===== config.mk =====
export PLATFORM = sky130hd
export DESIGN_NAME = dmac_top
export DESIGN_NICKNAME = d
export VERILOG_FILES = /design/src/rtl/dmac_pkg.sv /design/src/rtl/dmac_regs.sv /design/src/rtl/dmac_chan.sv /design/src/rtl/dmac_fsm.sv /design/src/rtl/dmac_top.sv
export SDC_FILE = /design/constraint.sdc
export NUM_CORES = 1
export LEC_CHECK = 0
export BUFFER_PORTS_ARGS = -buffer_cell sky130_fd_sc_hd__buf_2
export CAP_MARGIN = 20
export CORE_UTILIZATION = 40
export CTS_CLUSTER_DIAMETER = 100
export DETAILED_ROUTE_END_ITERATION = 7
export PLACE_DENSITY = 0.68
export SKIP_LAST_GASP = 1
export SLEW_MARGIN = 20
export SYNTH_ARGS = -nofsm -noshare
export SYNTH_HDL_FRONTEND = slang
export SYNTH_SLANG_ARGS = --single-unit

===== constraint.sdc =====
create_clock -name clk -period 3.55 [get_ports clk]
set_input_delay 0.5325 -clock clk [delete_from_list [all_inputs] [get_ports clk]]
set_output_delay 0.5325 -clock clk [all_outputs]
set_load 0.01 [all_outputs]

===== src/rtl/dmac_pkg.sv =====
package dmac_pkg;

    typedef enum logic [2:0] {
        ST_IDLE,
        ST_WAIT_READY,
        ST_REQ_BUS,
        ST_XFER,
        ST_WAIT_ACK,
        ST_DONE
    } dmac_state_e;

    localparam logic [1:0] REG_ADDR  = 2'd0;
    localparam logic [1:0] REG_COUNT = 2'd1;
    localparam logic [1:0] REG_CTRL  = 2'd2;
    localparam logic [1:0] REG_STAT  = 2'd3;

    localparam int CTRL_GO      = 0;
    localparam int CTRL_DIR     = 1;
    localparam int CTRL_BURST   = 2;
    localparam int CTRL_DEV_LSB = 8;

    localparam int STAT_BUSY    = 0;
    localparam int STAT_DONE    = 1;
    localparam int STAT_ERR     = 2;
    localparam int STAT_CNT_LSB = 16;

    localparam int REG_W = 32;

endpackage


===== src/rtl/dmac_regs.sv =====
module dmac_regs
    import dmac_pkg::*;
#(
    parameter int AW   = 16,
    parameter int CW   = 8,
    parameter int DEVW = 4
) (
    input  logic             clk,
    input  logic             rst_n,
    input  logic             cfg_we,
    input  logic [1:0]       cfg_addr,
    input  logic [REG_W-1:0] cfg_wdata,
    input  logic             busy,
    input  logic             done_evt,
    input  logic [AW-1:0]    addr_q,
    input  logic [CW-1:0]    cnt_q,
    output logic             ld_addr,
    output logic             ld_cnt,
    output logic             start,
    output logic             dir_q,
    output logic             burst_q,
    output logic [DEVW-1:0]  dev_q,
    output logic             done_q,
    output logic             err_q,
    output logic [REG_W-1:0] cfg_rdata
);

    logic wr_ctrl;
    logic wr_stat;
    logic go_req;

    always_comb begin
        wr_ctrl = cfg_we && (cfg_addr == REG_CTRL);
        wr_stat = cfg_we && (cfg_addr == REG_STAT);
        go_req  = wr_ctrl && cfg_wdata[CTRL_GO];
        ld_addr = cfg_we && (cfg_addr == REG_ADDR) && !busy;
        ld_cnt  = cfg_we && (cfg_addr == REG_COUNT) && !busy;
        start   = go_req && !busy;
    end

    always_ff @(posedge clk or negedge rst_n) begin
        if (!rst_n) begin
            dir_q   <= 1'b0;
            burst_q <= 1'b0;
            dev_q   <= '0;
        end else if (wr_ctrl && !busy) begin
            dir_q   <= cfg_wdata[CTRL_DIR];
            burst_q <= cfg_wdata[CTRL_BURST];
            dev_q   <= cfg_wdata[CTRL_DEV_LSB +: DEVW];
        end
    end

    always_ff @(posedge clk or negedge rst_n) begin
        if (!rst_n) begin
            done_q <= 1'b0;
            err_q  <= 1'b0;
        end else begin
            if (done_evt) begin
                done_q <= 1'b1;
            end else if (start || (wr_stat && cfg_wdata[STAT_DONE])) begin
                done_q <= 1'b0;
            end
            if (go_req && busy) begin
                err_q <= 1'b1;
            end else if (wr_stat && cfg_wdata[STAT_ERR]) begin
                err_q <= 1'b0;
            end
        end
    end

    always_comb begin
        cfg_rdata = '0;
        unique case (cfg_addr)
            REG_ADDR:  cfg_rdata[AW-1:0] = addr_q;
            REG_COUNT: cfg_rdata[CW-1:0] = cnt_q;
            REG_CTRL: begin
                cfg_rdata[CTRL_DIR]              = dir_q;
                cfg_rdata[CTRL_BURST]            = burst_q;
                cfg_rdata[CTRL_DEV_LSB +: DEVW]  = dev_q;
            end
            REG_STAT: begin
                cfg_rdata[STAT_BUSY]             = busy;
                cfg_rdata[STAT_DONE]             = done_q;
                cfg_rdata[STAT_ERR]              = err_q;
                cfg_rdata[STAT_CNT_LSB +: CW]    = cnt_q;
            end
            default: cfg_rdata = '0;
        endcase
    end

endmodule


===== src/rtl/dmac_chan.sv =====
module dmac_chan #(
    parameter int AW     = 16,
    parameter int CW     = 8,
    parameter int STRIDE = 4
) (
    input  logic          clk,
    input  logic          rst_n,
    input  logic          ld_addr,
    input  logic          ld_cnt,
    input  logic [AW-1:0] wr_addr,
    input  logic [CW-1:0] wr_cnt,
    input  logic          step,
    output logic [AW-1:0] addr_q,
    output logic [CW-1:0] cnt_q,
    output logic          cnt_last,
    output logic          cnt_zero
);

    localparam logic [AW-1:0] ADDR_STEP = AW'(STRIDE);
    localparam logic [CW-1:0] CNT_ONE   = CW'(1);

    always_ff @(posedge clk or negedge rst_n) begin
        if (!rst_n) begin
            addr_q <= '0;
        end else if (ld_addr) begin
            addr_q <= wr_addr;
        end else if (step) begin
            addr_q <= addr_q + ADDR_STEP;
        end
    end

    always_ff @(posedge clk or negedge rst_n) begin
        if (!rst_n) begin
            cnt_q <= '0;
        end else if (ld_cnt) begin
            cnt_q <= wr_cnt;
        end else if (step) begin
            cnt_q <= cnt_q - CNT_ONE;
        end
    end

    always_comb begin
        cnt_last = (cnt_q == CNT_ONE);
        cnt_zero = (cnt_q == '0);
    end

endmodule


===== src/rtl/dmac_fsm.sv =====
module dmac_fsm
    import dmac_pkg::*;
(
    input  logic        clk,
    input  logic        rst_n,
    input  logic        start,
    input  logic        cnt_zero,
    input  logic        cnt_last,
    input  logic        burst,
    input  logic        dev_ready,
    input  logic        bus_gnt,
    input  logic        dev_ack,
    output dmac_state_e state,
    output logic        step,
    output logic        done_evt,
    output logic        bus_req,
    output logic        dev_req
);

    dmac_state_e state_nx;

    always_ff @(posedge clk or negedge rst_n) begin
        if (!rst_n) begin
            state <= ST_IDLE;
        end else begin
            state <= state_nx;
        end
    end

    always_comb begin
        state_nx = state;
        unique case (state)
            ST_IDLE: begin
                if (start) begin
                    state_nx = cnt_zero ? ST_DONE : ST_WAIT_READY;
                end
            end
            ST_WAIT_READY: begin
                if (dev_ready) begin
                    state_nx = ST_REQ_BUS;
                end
            end
            ST_REQ_BUS: begin
                if (bus_gnt) begin
                    state_nx = ST_XFER;
                end
            end
            ST_XFER: state_nx = ST_WAIT_ACK;
            ST_WAIT_ACK: begin
                if (dev_ack) begin
                    if (cnt_last) begin
                        state_nx = ST_DONE;
                    end else if (burst) begin
                        state_nx = ST_XFER;
                    end else begin
                        state_nx = ST_WAIT_READY;
                    end
                end
            end
            ST_DONE: state_nx = ST_IDLE;
            default: state_nx = ST_IDLE;
        endcase
    end

    always_comb begin
        bus_req  = 1'b0;
        dev_req  = 1'b0;
        step     = 1'b0;
        done_evt = 1'b0;
        unique case (state)
            ST_IDLE, ST_WAIT_READY: ;
            ST_REQ_BUS: bus_req = 1'b1;
            ST_XFER: begin
                bus_req = 1'b1;
                dev_req = 1'b1;
            end
            ST_WAIT_ACK: begin
                bus_req = 1'b1;
                dev_req = 1'b1;
                step    = dev_ack;
            end
            ST_DONE: done_evt = 1'b1;
            default: ;
        endcase
    end

endmodule


===== src/rtl/dmac_top.sv =====
module dmac_top
    import dmac_pkg::*;
#(
    parameter int AW     = 16,
    parameter int CW     = 8,
    parameter int DEVW   = 4,
    parameter int STRIDE = 4
) (
    input  logic             clk,
    input  logic             rst_n,
    input  logic             cfg_we,
    input  logic [1:0]       cfg_addr,
    input  logic [REG_W-1:0] cfg_wdata,
    output logic [REG_W-1:0] cfg_rdata,
    output logic             bus_req,
    input  logic             bus_gnt,
    input  logic             dev_ready,
    output logic             dev_req,
    output logic [DEVW-1:0]  dev_sel,
    output logic             xfer_dir,
    output logic [AW-1:0]    mem_addr,
    input  logic             dev_ack,
    output logic             irq
);

    dmac_state_e     fsm_state;
    logic            busy;
    logic            ld_addr;
    logic            ld_cnt;
    logic            start;
    logic            step;
    logic            done_evt;
    logic            dir_q;
    logic            burst_q;
    logic [DEVW-1:0] dev_q;
    logic            done_q;
    logic            err_q;
    logic [AW-1:0]   chan_addr;
    logic [CW-1:0]   chan_cnt;
    logic            cnt_last;
    logic            cnt_zero;

    assign busy = (fsm_state != ST_IDLE);

    dmac_regs #(.AW(AW), .CW(CW), .DEVW(DEVW)) u_regs (
        .clk       (clk),
        .rst_n     (rst_n),
        .cfg_we    (cfg_we),
        .cfg_addr  (cfg_addr),
        .cfg_wdata (cfg_wdata),
        .busy      (busy),
        .done_evt  (done_evt),
        .addr_q    (chan_addr),
        .cnt_q     (chan_cnt),
        .ld_addr   (ld_addr),
        .ld_cnt    (ld_cnt),
        .start     (start),
        .dir_q     (dir_q),
        .burst_q   (burst_q),
        .dev_q     (dev_q),
        .done_q    (done_q),
        .err_q     (err_q),
        .cfg_rdata (cfg_rdata)
    );

    dmac_chan #(.AW(AW), .CW(CW), .STRIDE(STRIDE)) u_chan (
        .clk      (clk),
        .rst_n    (rst_n),
        .ld_addr  (ld_addr),
        .ld_cnt   (ld_cnt),
        .wr_addr  (cfg_wdata[AW-1:0]),
        .wr_cnt   (cfg_wdata[CW-1:0]),
        .step     (step),
        .addr_q   (chan_addr),
        .cnt_q    (chan_cnt),
        .cnt_last (cnt_last),
        .cnt_zero (cnt_zero)
    );

    dmac_fsm u_fsm (
        .clk       (clk),
        .rst_n     (rst_n),
        .start     (start),
        .cnt_zero  (cnt_zero),
        .cnt_last  (cnt_last),
        .burst     (burst_q),
        .dev_ready (dev_ready),
        .bus_gnt   (bus_gnt),
        .dev_ack   (dev_ack),
        .state     (fsm_state),
        .step      (step),
        .done_evt  (done_evt),
        .bus_req   (bus_req),
        .dev_req   (dev_req)
    );

    assign dev_sel  = dev_q;
    assign xfer_dir = dir_q;
    assign mem_addr = chan_addr;
    assign irq      = done_q;

endmodule


After elaboration in Yosys (flattened, before gate mapping)
Index checks and enable logic that the tools add are counted.
W data, S select, Z words.
{ "word_totals": {"register_bits": 35, "latch_bits": 0, "ram_bits": 0, "romBits": 0, "in_bits": 40, "output_inout_bits": 56, "wordCells": 74, "mem_count": 0} }
{ "op_classes": {"addsub": 2, "n_mul": 0, "div_mod_pow": 0, "order_cmp": 0, "eq_ne": 13, "shift": 0, "muxes": 26, "n_bitwise": 0, "reduce_logical": 25} }
{ "ops": {"columns": ["cell", "n"], "rows": [
  ["$mux W16", 2],
  ["$mux W8", 3],
  ["$mux W3", 6],
  ["$add A16 B3 Y16 const B", 1],
  ["$pmux W3 S5", 1],
  ["$logic_and A1 B1 Y1", 12],
  ["$pmux W5 S2", 1],
  ["$eq A8 B1 Y1 const B", 1],
  ["$logic_not A8 Y1", 1],
  ["$mux W1", 8],
  ["$ne A2 B2 Y1 const B", 4],
  ["$pmux W2 S4", 1],
  ["$pmux W4 S2", 1],
  ["$reduce_bool A2 Y1", 4],
  ["$sub A8 B1 Y8 const B", 1],
  ["$eq A3 B2 Y1 const B", 2],
  ["$eq A3 B3 Y1 const B", 2],
  ["$eq A2 B2 Y1 const B", 2],
  ["$mux W4", 1],
  ["$reduce_and A4 Y1", 1],
  ["$eq A3 B1 Y1 const B", 1],
  ["$logic_not A3 Y1", 1],
  ["$pmux W1 S3", 1],
  ["$reduce_bool A3 Y1", 1],
  ["7 further kinds", 7]
]} }

Logic depth before layout (Yosys ltp)
Gate-level depths: netlist (run 1).
{ "logic_depth": {"depth_word": 7, "mapped_depth": 7, "ltp_nobuf": 5} }

Modules after synthesis
From an unflattened synthesis (run 1), not the netlist that was laid out.
{ "unflattened": {"hier_cells": 243, "hier_area_um2": 2321.0} }
{ "modules_own_cells": {"columns": ["module", "n_inst", "cells_per_inst", "area_each_um2", "seq_area_each_um2"], "rows": [
  ["dmac_chan", 1, 140, 1338.8, 600.6],
  ["dmac_regs", 1, 77, 760.7, 200.2],
  ["dmac_fsm", 1, 25, 215.2, 75.1],
  ["dmac_top", 1, 1, 6.3, 0.0]
]} }

Worst setup path after synthesis (run 1)
No wires, ideal clock.
{ "synth_timing": {"kind": "input to output", "startpoint": "input cfg_addr[1]", "endpoint": "output cfg_rdata[20]", "arrival_ns": 1.658, "t_required_ns": 3.017, "setup_slack_ns": 1.359, "path_stages": 4, "n_path_buf": 3, "cell_sequence": "clkbuf_1 -> clkbuf_1 -> clkbuf_1 -> and3_1"} }
{ "synth_via": {"elab_chain_len": 2} }
{ "synth_rtl": {"columns": ["item", "line_no", "source"], "rows": [
  ["start: declaration", "dmac_top.sv:12", "input logic [1:0] cfg_addr,"],
  ["$eq A2 B2 Y1", "dmac_regs.sv:73", "unique case (cfg_addr)"],
  ["$mux W8", "dmac_regs.sv:73", null],
  ["end: declaration", "dmac_top.sv:14", "output logic [REG_W-1:0] cfg_rdata,"]
]} }
No other way between the ends.

Worst setup path in the final report (run 1)
{ "layout_timing": {"startpoint": "input cfg_addr[1]", "endpoint": "output cfg_rdata[2]"} }
{ "layout_via": {"elab_chain_len": 2, "elab_cells_between_ends": 5, "cone_classes": "eq/ne (3); mux (1); reduce/logical (1)"} }
{ "layout_rtl": {"columns": ["item", "line_no"], "rows": [
  ["$eq A2 B2 Y1 (tied with other cells)", "dmac_regs.sv:73"],
  ["$pmux W2 S4 *", "dmac_regs.sv:73"]
]} }
Mark *: on every way between the ends. The rest lies on a longest branch, timed or not.

==> results of run 1 <==
metal layers:
metal  up-vias  GRT usage, %  part of all wire, %  routed length, um
met5         -             0                    0                  0
met3         7          3.49                  5.1                318
li1       1089             -                    -                  -
met2        74          35.6                   50               3100
met4         0          6.30                 0.99                 62
met1      1080          26.4                   44               2760
logic make-up after synthesis:
group / count (synthesis)
buffers and inverters: 37
other: 1
AOI/OAI and AO/OA: 56
DFF: 35
xor gates and xnor gates: 6
and+or+nand+nor: 112
muxes: 19
adders and majority gates: 4
worst min path at each step:
stage | from | to | slack [ps]
after floorplan | rst_n | u_chan.addr_q[0] | 240
after global placement | u_regs.err_q | u_regs.err_q | 470
after detailed placement | u_regs.err_q | u_regs.err_q | 480
after CTS | rst_n | u_chan.addr_q[10] | 340
after global routing | rst_n | u_chan.addr_q[10] | 380
final | rst_n | u_chan.addr_q[10] | 310
flip-flops by register name, indices dropped and copies added, names as in the netlist:
signal and count:
u_regs.err_q 1, u_regs.dir_q 1, u_chan.cnt_q 8, u_regs.burst_q 1
u_chan.addr_q 16, u_regs.dev_q 4, u_fsm.state 3, u_regs.done_q 1
power by group through the flow:
stage               clock [mW]  sequential (mW)  combinational (mW)
floorplan                    0            0.795               0.522
global placement             0            0.832               0.794
detailed placement           0            0.841               0.810
CTS                      0.385            0.835               0.813
global route             0.398            0.869               0.899
finish                   0.385            0.835               0.810
per-stage QoR:
| stage | hold WS [ps] | area (um2) | worst slack, ps | total power, mW | cells |
|---|---|---|---|---|---|
| 3_3_place_gp | 467 | 2700 | 1320 | 1.63 | 398 |
| 3_5_place_dp | 479 | 2700 | 1290 | 1.65 | 398 |
| 2_1_floorplan | 237 | 2350 | 1360 | 1.32 | 277 |
| 4_1_cts | 342 | 2820 | 1300 | 2.03 | 406 |
| 5_1_grt | 378 | 2820 | 1200 | 2.17 | 406 |
| 6_report | 312 | 2820 | 1310 | 2.03 | 406 |
Yosys cell counts, types with 4 or more instances:
library cell	instances	share of area (%)
a21oi_1	11	2.4
a221o_1	5	2.2
a31oi_1	4	1.1
and3_1	7	1.9
buf_4	8	2.6
clkbuf_1	14	2.3
dfrtp_1	35	38
ha_1	4	2.2
inv_1	10	1.6
mux2_2	6	2.9
mux2i_1	11	4.7
nand2_1	37	6.0
nand3_1	11	2.4
nand4_1	4	1.1
nor2_1	23	3.7
nor3_1	9	1.9
o211ai_1	5	1.6
o21ai_0	13	2.8
xnor2_1	4	1.5
area by class of cell:
type | instances | area [um2]
sequential | 35 | 876
inverter | 10 | 37.5
timing repair buffer | 76 | 393
multi-input combinational | 205 | 1310
clock inverter | 2 | 35.0
tap | 72 | 90.1
clock buffer | 6 | 82.6
fill | 549 | 2720
==> metrics, run 1 <==
cell count along the critical path=3; total track usage=about a fifth; vias=2250; Mapped Area=0.00232 mm2; WL final=6250 um; Total Nets Final=around 380; routed length per placed instance=15.4 um; Synth Area in Compound Gates=16.6%; Worst VDD drop=387 uV; max incr delay on CP=570 ps; Yosys reg bits=35; Net Sw Frac=41.6%; R2R setup slack=~1300 ps; critical path capture point type=output port; clk_lat worst skew=around 300 ps; minimum clock period=2240 ps; worst path required time=just over 3000 ps; initial antenna violation count=0; clock network fraction of total power=18.9%; largest net degree at the start of global routing=36; Synth Area in XOR/XNOR=2.26%; yosys warns=0; H-tree Lvls=2; Reg power frac=41.1%; Final Hold Fails=0; # Post-CTS Setup Buffers=0; post-synthesis adder-cell area fraction=2.15%; critical path's top delay family=buffers and inverters; fmax=~0.45 GHz; most common cell after layout, fill and taps aside=buf_2; layout cell share with drive strength beyond 1=28.7%; max cap viols=0; die extent in y=78.2 um; CP most frequent cell=buf_2; detailed-route DRC error count=0; largest family of logic cells by synthesized area=simple AND/OR/NAND/NOR gates; commonest cells after routing, fill and taps aside=buf_2, nand2_1, dfrtp_1; fin crit share=about 63%; EDFF count, synth=0; mux cell area share after synthesis=roughly a tenth; router iterations before antenna repair=5; Initial Util=about two fifths; WP data arrival=1710 ps; synthesized area per cell=8.61 um2; Post-synth ARST share=100%; vias in the first global route=2019; pins over their slew limit=0; skew final=~11 ps; diodes inserted=0; NetSw=0.844 mW; Rel. slew slack=40.3%; Worst Hold Class=in -> async; sequential area share after synthesis=37.7%; pwr dens=720 mW/mm2; setup tns final=0 ps; nature of the critical path startpoint=input port; RSZ-0062 raised after global routing=false; clk sinks=35; Leak=between 1 and 1.5 nW; slowest CP cell=mux4_2; gr ovfl total=0; Port Buffer Count=71; # setup viols final=0; origin of the worst setup path=cfg_addr[1]; FF-to-FF Start=u_fsm.state[0]; Worst-Margin Slew=approximately 890 ps; remaining antenna violation count=0; Setup crit end=cfg_rdata[2]; CTS clk-pin slew, worst paths=around 80 ps; FP Rows=27; Layout Area Growth over Synthesis=21.4%; r2r worst-path depth=5; fin util=50.9%; CTS max path bufs=2; Comb power frac=39.9%; most used flip-flop cell after synthesis=dfrtp_1; Ports=96; CTS-repair resized insts=0; initial DRC count=119; gpl congestion=0.805; Cell Int Power=1.19 mW; crit-path max FO=26; gate count of the mapped netlist=between 200 and 300; CP Cell Sequence=buf_2 -> mux4_2 -> buf_2; Synth cell types=56; post-synthesis simple-gate area fraction=roughly a quarter; Die Width=78.2 um; outcome=completed; Root Buffer=clkbuf_8; Worst R2R End=u_chan.addr_q[15]; HPWL after DPL=4510 um; cts hold-fix bufs=0; die area=0.00612 mm2; first-pass GRT wire length=9850 um; CP bufs+invs=2; kind of critical path=in -> out; CTS Buf Count=5; Via density=5.54; Placeable Area=around 0.0055 mm2; CTS tree=yes
No activity file was read; power rests on OpenSTA's default activity.
==> inputs of run 2 (changes only) <==
--- a/config.mk
+++ b/config.mk
@@ -5,12 +5,13 @@
 export SDC_FILE = /design/constraint.sdc
 export NUM_CORES = 1
 export LEC_CHECK = 0
+export ABC_AREA = 1
 export BUFFER_PORTS_ARGS = -buffer_cell sky130_fd_sc_hd__buf_2
 export CAP_MARGIN = 20
 export CORE_UTILIZATION = 40
 export CTS_CLUSTER_DIAMETER = 100
 export DETAILED_ROUTE_END_ITERATION = 7
-export PLACE_DENSITY = 0.68
+export PLACE_DENSITY = 0.7
 export SKIP_LAST_GASP = 1
 export SLEW_MARGIN = 20
 export SYNTH_ARGS = -nofsm -noshare
==> constraint.sdc (replaced) <==
create_clock -name clk -period 1.95 [get_ports clk]
set_input_delay 0.2925 -clock clk [delete_from_list [all_inputs] [get_ports clk]]
set_output_delay 0.2925 -clock clk [all_outputs]
set_load 0.01 [all_outputs]
==> metrics, run 2 <==
outcome=completed; WL final=6730 um; H-tree Lvls=2; max reg flops=16; FP Rows=28; Synth area leader=dfrtp_1; WP data arrival=1380 ps; CTS tree=yes; crit-path max FO=6; worst path required time=1660 ps; layout cell share with drive strength beyond 1=24.8%; fin crit share=85.8%; Ports=96; Die Width=80.8 um; mux cell area share after synthesis=0%; remaining antenna violation count=0; post-synthesis simple-gate area fraction=about 40%; pins over their slew limit=0; vias in the first global route=between 2000 and 2500; Root Buffer=clkbuf_8; Worst-Margin Slew=535 ps; main area contributors after synthesis=dfrtp_1, nand2_1, nand3_1; total track usage=22.0%; first-pass GRT wire length=11100 um; die area=0.00653 mm2; Layout Area Growth over Synthesis=20.3%; initial antenna violation count=0; Port Buffer Count=just over 70; largest net degree at the start of global routing=36; Worst VDD drop=615 uV; commonest cells after routing, fill and taps aside=nand2_1, buf_2, nand3_1; # Post-CTS Setup Buffers=0; EDFF count, synth=0; post-synthesis adder-cell area fraction=under 10%; diodes inserted=0; routed length per placed instance=between 10 and 15 um; Synth cell types=35; CTS Buf Count=5; skew final=roughly 6.4 ps; Synth Area in XOR/XNOR=1.41%; Leak=1.62 nW; worst setup margin=277 ps; max cap viols=0; gr ovfl total=0; cts hold-fix bufs=0; clk_lat worst skew=290 ps; register bank with the most flops=u_chan.addr_q; Yosys reg bits=35; Post-synth ARST share=100%; most common cell after layout, fill and taps aside=nand2_1; fmax=~0.6 GHz; RSZ-0062 raised after global routing=false; largest family of logic cells by synthesized area=simple AND/OR/NAND/NOR gates; sequential area share after synthesis=35.2%; Initial Util=41.7%; gate count of the mapped netlist=362; CTS clk-pin slew, worst paths=80 ps; router iterations before antenna repair=4; Placeable Area=0.00596 mm2; Placed Area=0.00287 mm2; nature of the critical path startpoint=flip-flop; most used flip-flop cell after synthesis=dfrtp_1; Final Hold Fails=0; CTS max path bufs=2; Cell Int Power=2.26 mW; pwr dens=between 1000 and 1500 mW/mm2; initial DRC count=150; DP Cell Count=503; detailed-route DRC error count=0; post-synth top area share=35.2%; count leader, synth=nand2_1; Final Cell Area=0.00299 mm2; HPWL after DPL=5140 um; setup tns final=0 ps; largest registers=u_chan.addr_q (16), u_chan.cnt_q (8), u_regs.dev_q (4); Via density=5.11; critical path capture point type=output port; Synth Area in Compound Gates=under 10%; Mapped Area=0.00248 mm2; yosys warns=0; Reg power frac=34.5%; Finished Layout Cells=511; Comb power frac=49.2%; clock network fraction of total power=roughly 16%; Rel. slew slack=64.2%; overall power=around 4.2 mW; Total Nets Final=479; clk sinks=35; FF-to-FF Start=u_fsm.state[1]; NetSw=1.97 mW; Synth top cells by count=nand2_1, nand3_1, dfrtp_1, inv_1, nor2_1; minimum clock period=1670 ps; worst slack, placed=about 340 ps; die extent in y=80.8 um; origin of the worst setup path=u_fsm.state[1]; Net Sw Frac=a little under half; gpl congestion=0.849; CTS-repair resized insts=0; kind of critical path=reg -> out; vias=roughly 2600; # setup viols final=0; Worst Hold Class=in -> async; synthesized area per cell=6.86 um2
[run 2: metrics by stage]
stage | hold slack [ps] | util, %
6_report | 31.2 | 50.2
5_1_grt | 65.4 | 50.2
4_1_cts | 56.3 | 50.2
3_5_place_dp | 365 | 48.2
3_3_place_gp | 364 | 48.2
2_1_floorplan | -3.09 | -
[run 2: metal layers]
metal	global-route usage (%)	vias up	part of all wire [%]
li1	-	1288	-
met1	30.2	1230	47
met2	35.7	83	46
met3	3.37	9	5.5
met4	6.61	0	1.2
met5	0	-	0
[run 2: layout make-up]
cell class,count,area [um2]
timing repair buffer,73,370
sequential,35,876
clock inverter,2,35.0
tap,75,93.8
multi-input combinational,276,1360
fill,618,2970
clock buffer,6,82.6
inverter,44,175
[run 2: power groups by stage]
stage,Combinational (mW),Clock [mW],Sequential (mW)
floorplan,1.37,0,1.47
global placement,2.03,0,1.46
detailed placement,2.08,0,1.46
CTS,2.09,0.695,1.45
global route,2.37,0.729,1.52
finish,2.08,0.687,1.46
[run 2: cells by family after synthesis]
family          Yosys count
simple gates            222
buf+inv                  58
compound gates           38
flops                    35
xor+xnor                  4
fa+ha+maj                 4
other cells               1
[run 2: worst paths after layout]
check | end | slack, ps | cells after the start
setup reg to reg | u_chan.addr_q[7] | 390 | 6
setup / recovery | cfg_rdata[0] | 280 | 5
hold reg to reg | u_regs.dev_q[3] | 500 | 2
max in group asynchronous | u_regs.err_q | 1580 | 2
hold / removal | u_chan.addr_q[14] | 30 | 2
min in group clk | u_regs.dev_q[1] | 230 | 3
[run 2: worst max-delay path, stage by stage, from the launching register on]
cell	delay, ps
dfrtp_1	460
nor2_4	170
nand2_4	100
inv_6	90
o221ai_1	110
buf_2	160
==> inputs of run 3 (changes only) <==
--- a/config.mk
+++ b/config.mk
@@ -11,7 +11,7 @@
 export CORE_UTILIZATION = 40
 export CTS_CLUSTER_DIAMETER = 100
 export DETAILED_ROUTE_END_ITERATION = 7
-export PLACE_DENSITY = 0.7
+export PLACE_DENSITY = 0.68
 export SKIP_LAST_GASP = 1
 export SLEW_MARGIN = 20
 export SYNTH_ARGS = -nofsm -noshare
==> constraint.sdc (replaced) <==
create_clock -name clk -period 1.75 [get_ports clk]
set_input_delay 0.2625 -clock clk [delete_from_list [all_inputs] [get_ports clk]]
set_output_delay 0.2625 -clock clk [all_outputs]
set_load 0.01 [all_outputs]
==> metrics, run 3 (synthesized netlist as in run 2, its figures left out) <==
outcome=completed; HPWL after DPL=5240 um; setup tns final=0 ps; Total Nets Final=484; commonest cells after routing, fill and taps aside=nand2_1, buf_2, nand3_1; diodes inserted=0; # setup viols final=0; die extent in y=roughly 80 um; critical path capture point type=output port; Placeable Area=0.00596 mm2; skew final=4.77 ps; met2 usage=33.4%; pwr dens=1550 mW/mm2; largest registers=u_chan.addr_q (16), u_chan.cnt_q (8), u_regs.dev_q (4); nature of the critical path startpoint=flip-flop; Setup crit end=cfg_rdata[0]; max reg flops=16; vias in the first global route=2317; Initial Util=41.7%; fin crit share=roughly 95%; routed length per placed instance=between 10 and 15 um; crit-path max FO=6; FP Rows=28; Ports=96; Worst R2R End=u_chan.addr_q[12]; initial DRC count=203; max cap viols=0; most common cell after layout, fill and taps aside=nand2_1; Leak=1.64 nW; Die Width=approximately 80 um; gpl congestion=0.904; minimum clock period=1660 ps; largest net degree at the start of global routing=21; fin util=between 50% and 60%; R2R setup slack=between 200 and 300 ps; die area=0.00653 mm2; CTS clk-pin slew, worst paths=approximately 70 ps; FF+latch area=876 um2; detailed-route DRC error count=0; H-tree Lvls=2; pins over their slew limit=0; RSZ-0062 raised after global routing=false; initial antenna violation count=0; clk_lat worst skew=a little under 300 ps; clk sinks=35; WL final=6830 um; layout cell share with drive strength beyond 1=25.0%; kind of critical path=reg -> out; Final Hold Fails=0; CTS max path bufs=2; Via density=5.13; FF-to-FF Start=u_chan.addr_q[2]; register bank with the most flops=u_chan.addr_q; CTS tree=yes; total track usage=21.8%; Worst VDD drop=about 780 uV; fmax=between 0.6 and 0.7 GHz; grt met3 use=3.48%; FILL cells=621; Root Buffer=clkbuf_8; router iterations before antenna repair=5; # Post-CTS Setup Buffers=0; CTS Buf Count=5; vias=2641; Port Buffer Count=71; Layout Area Growth over Synthesis=21.8%; gr ovfl total=0; Multi-input gate area=0.00136 mm2; origin of the worst setup path=u_fsm.state[1]; WP data arrival=approximately 1400 ps; worst path required time=between 1000 and 1500 ps; met1 Resource Use GR=31.2%; remaining antenna violation count=0; r2r worst-path depth=8; busiest grt layer=met2; first-pass GRT wire length=10900 um; Worst Hold Class=in -> reg
-- run 3: worst max-delay path, cell delays in order, from the launching register on --
cell      delay, ps
dfrtp_1         460
nor2_4          170
nand2_4         110
inv_6            90
o221ai_1        120
buf_2           160
-- run 3: final cells by class --
| type | instances | share of cell area [%] |
|---|---|---|
| Timing Repair Buffer | 78 | 14.0 |
| Tap cell | 75 | 3.10 |
| Inverter | 44 | 5.79 |
| Sequential cell | 35 | 28.9 |
| Clock inverter | 1 | 0.992 |
| Clock buffer | 6 | 2.40 |
| Multi-Input combinational cell | 276 | 44.8 |
-- run 3: worst min path at each step --
| stage | from | endpoint | slack (ps) | cells after the start |
|---|---|---|---|---|
| global placement | rst_n | u_chan.addr_q[14] | 230 | 1 |
| finish | cfg_wdata[11] | u_regs.dev_q[3] | 200 | 3 |
| floorplan | rst_n | u_chan.addr_q[0] | -30 | 0 |
| global route | cfg_wdata[11] | u_regs.dev_q[3] | 200 | 3 |
| detailed placement | rst_n | u_chan.addr_q[14] | 230 | 1 |
| CTS | cfg_wdata[11] | u_regs.dev_q[3] | 190 | 3 |
-- run 3: what timing repair did --
action	CTS	global route
hold buffers	1	0
resized for setup	0	0
hold endpoints to repair	17	0
-- run 3: metrics by stage --
step	setup WS [ps]	cell area, um2	power [mW]	hold slack (ps)	std cells
3_5_place_dp	282	2910	3.98	231	507
5_1_grt	21.1	3030	5.12	197	515
4_1_cts	66.4	3030	4.71	191	515
6_report	87.8	3030	4.70	201	515
3_3_place_gp	294	2910	3.92	234	507
2_1_floorplan	434	2510	3.17	-33.1	369
-- run 3: metal layers --
metal  share of wire [%]  vias to the layer above  wire (um)
li1                    -                     1302          -
met1                  47                     1222       3200
met2                  45                      109       3090
met3                 6.7                        8        458
met4                 1.2                        0         80
met5                   0                        -          0
-- run 3: power by group --
part | internal (mW) | leakage, nW | switching, mW
logic | 0.899 | 1.15 | 1.47
registers | 1.18 | 0.437 | 0.434
clock network | 0.418 | 0.0513 | 0.300
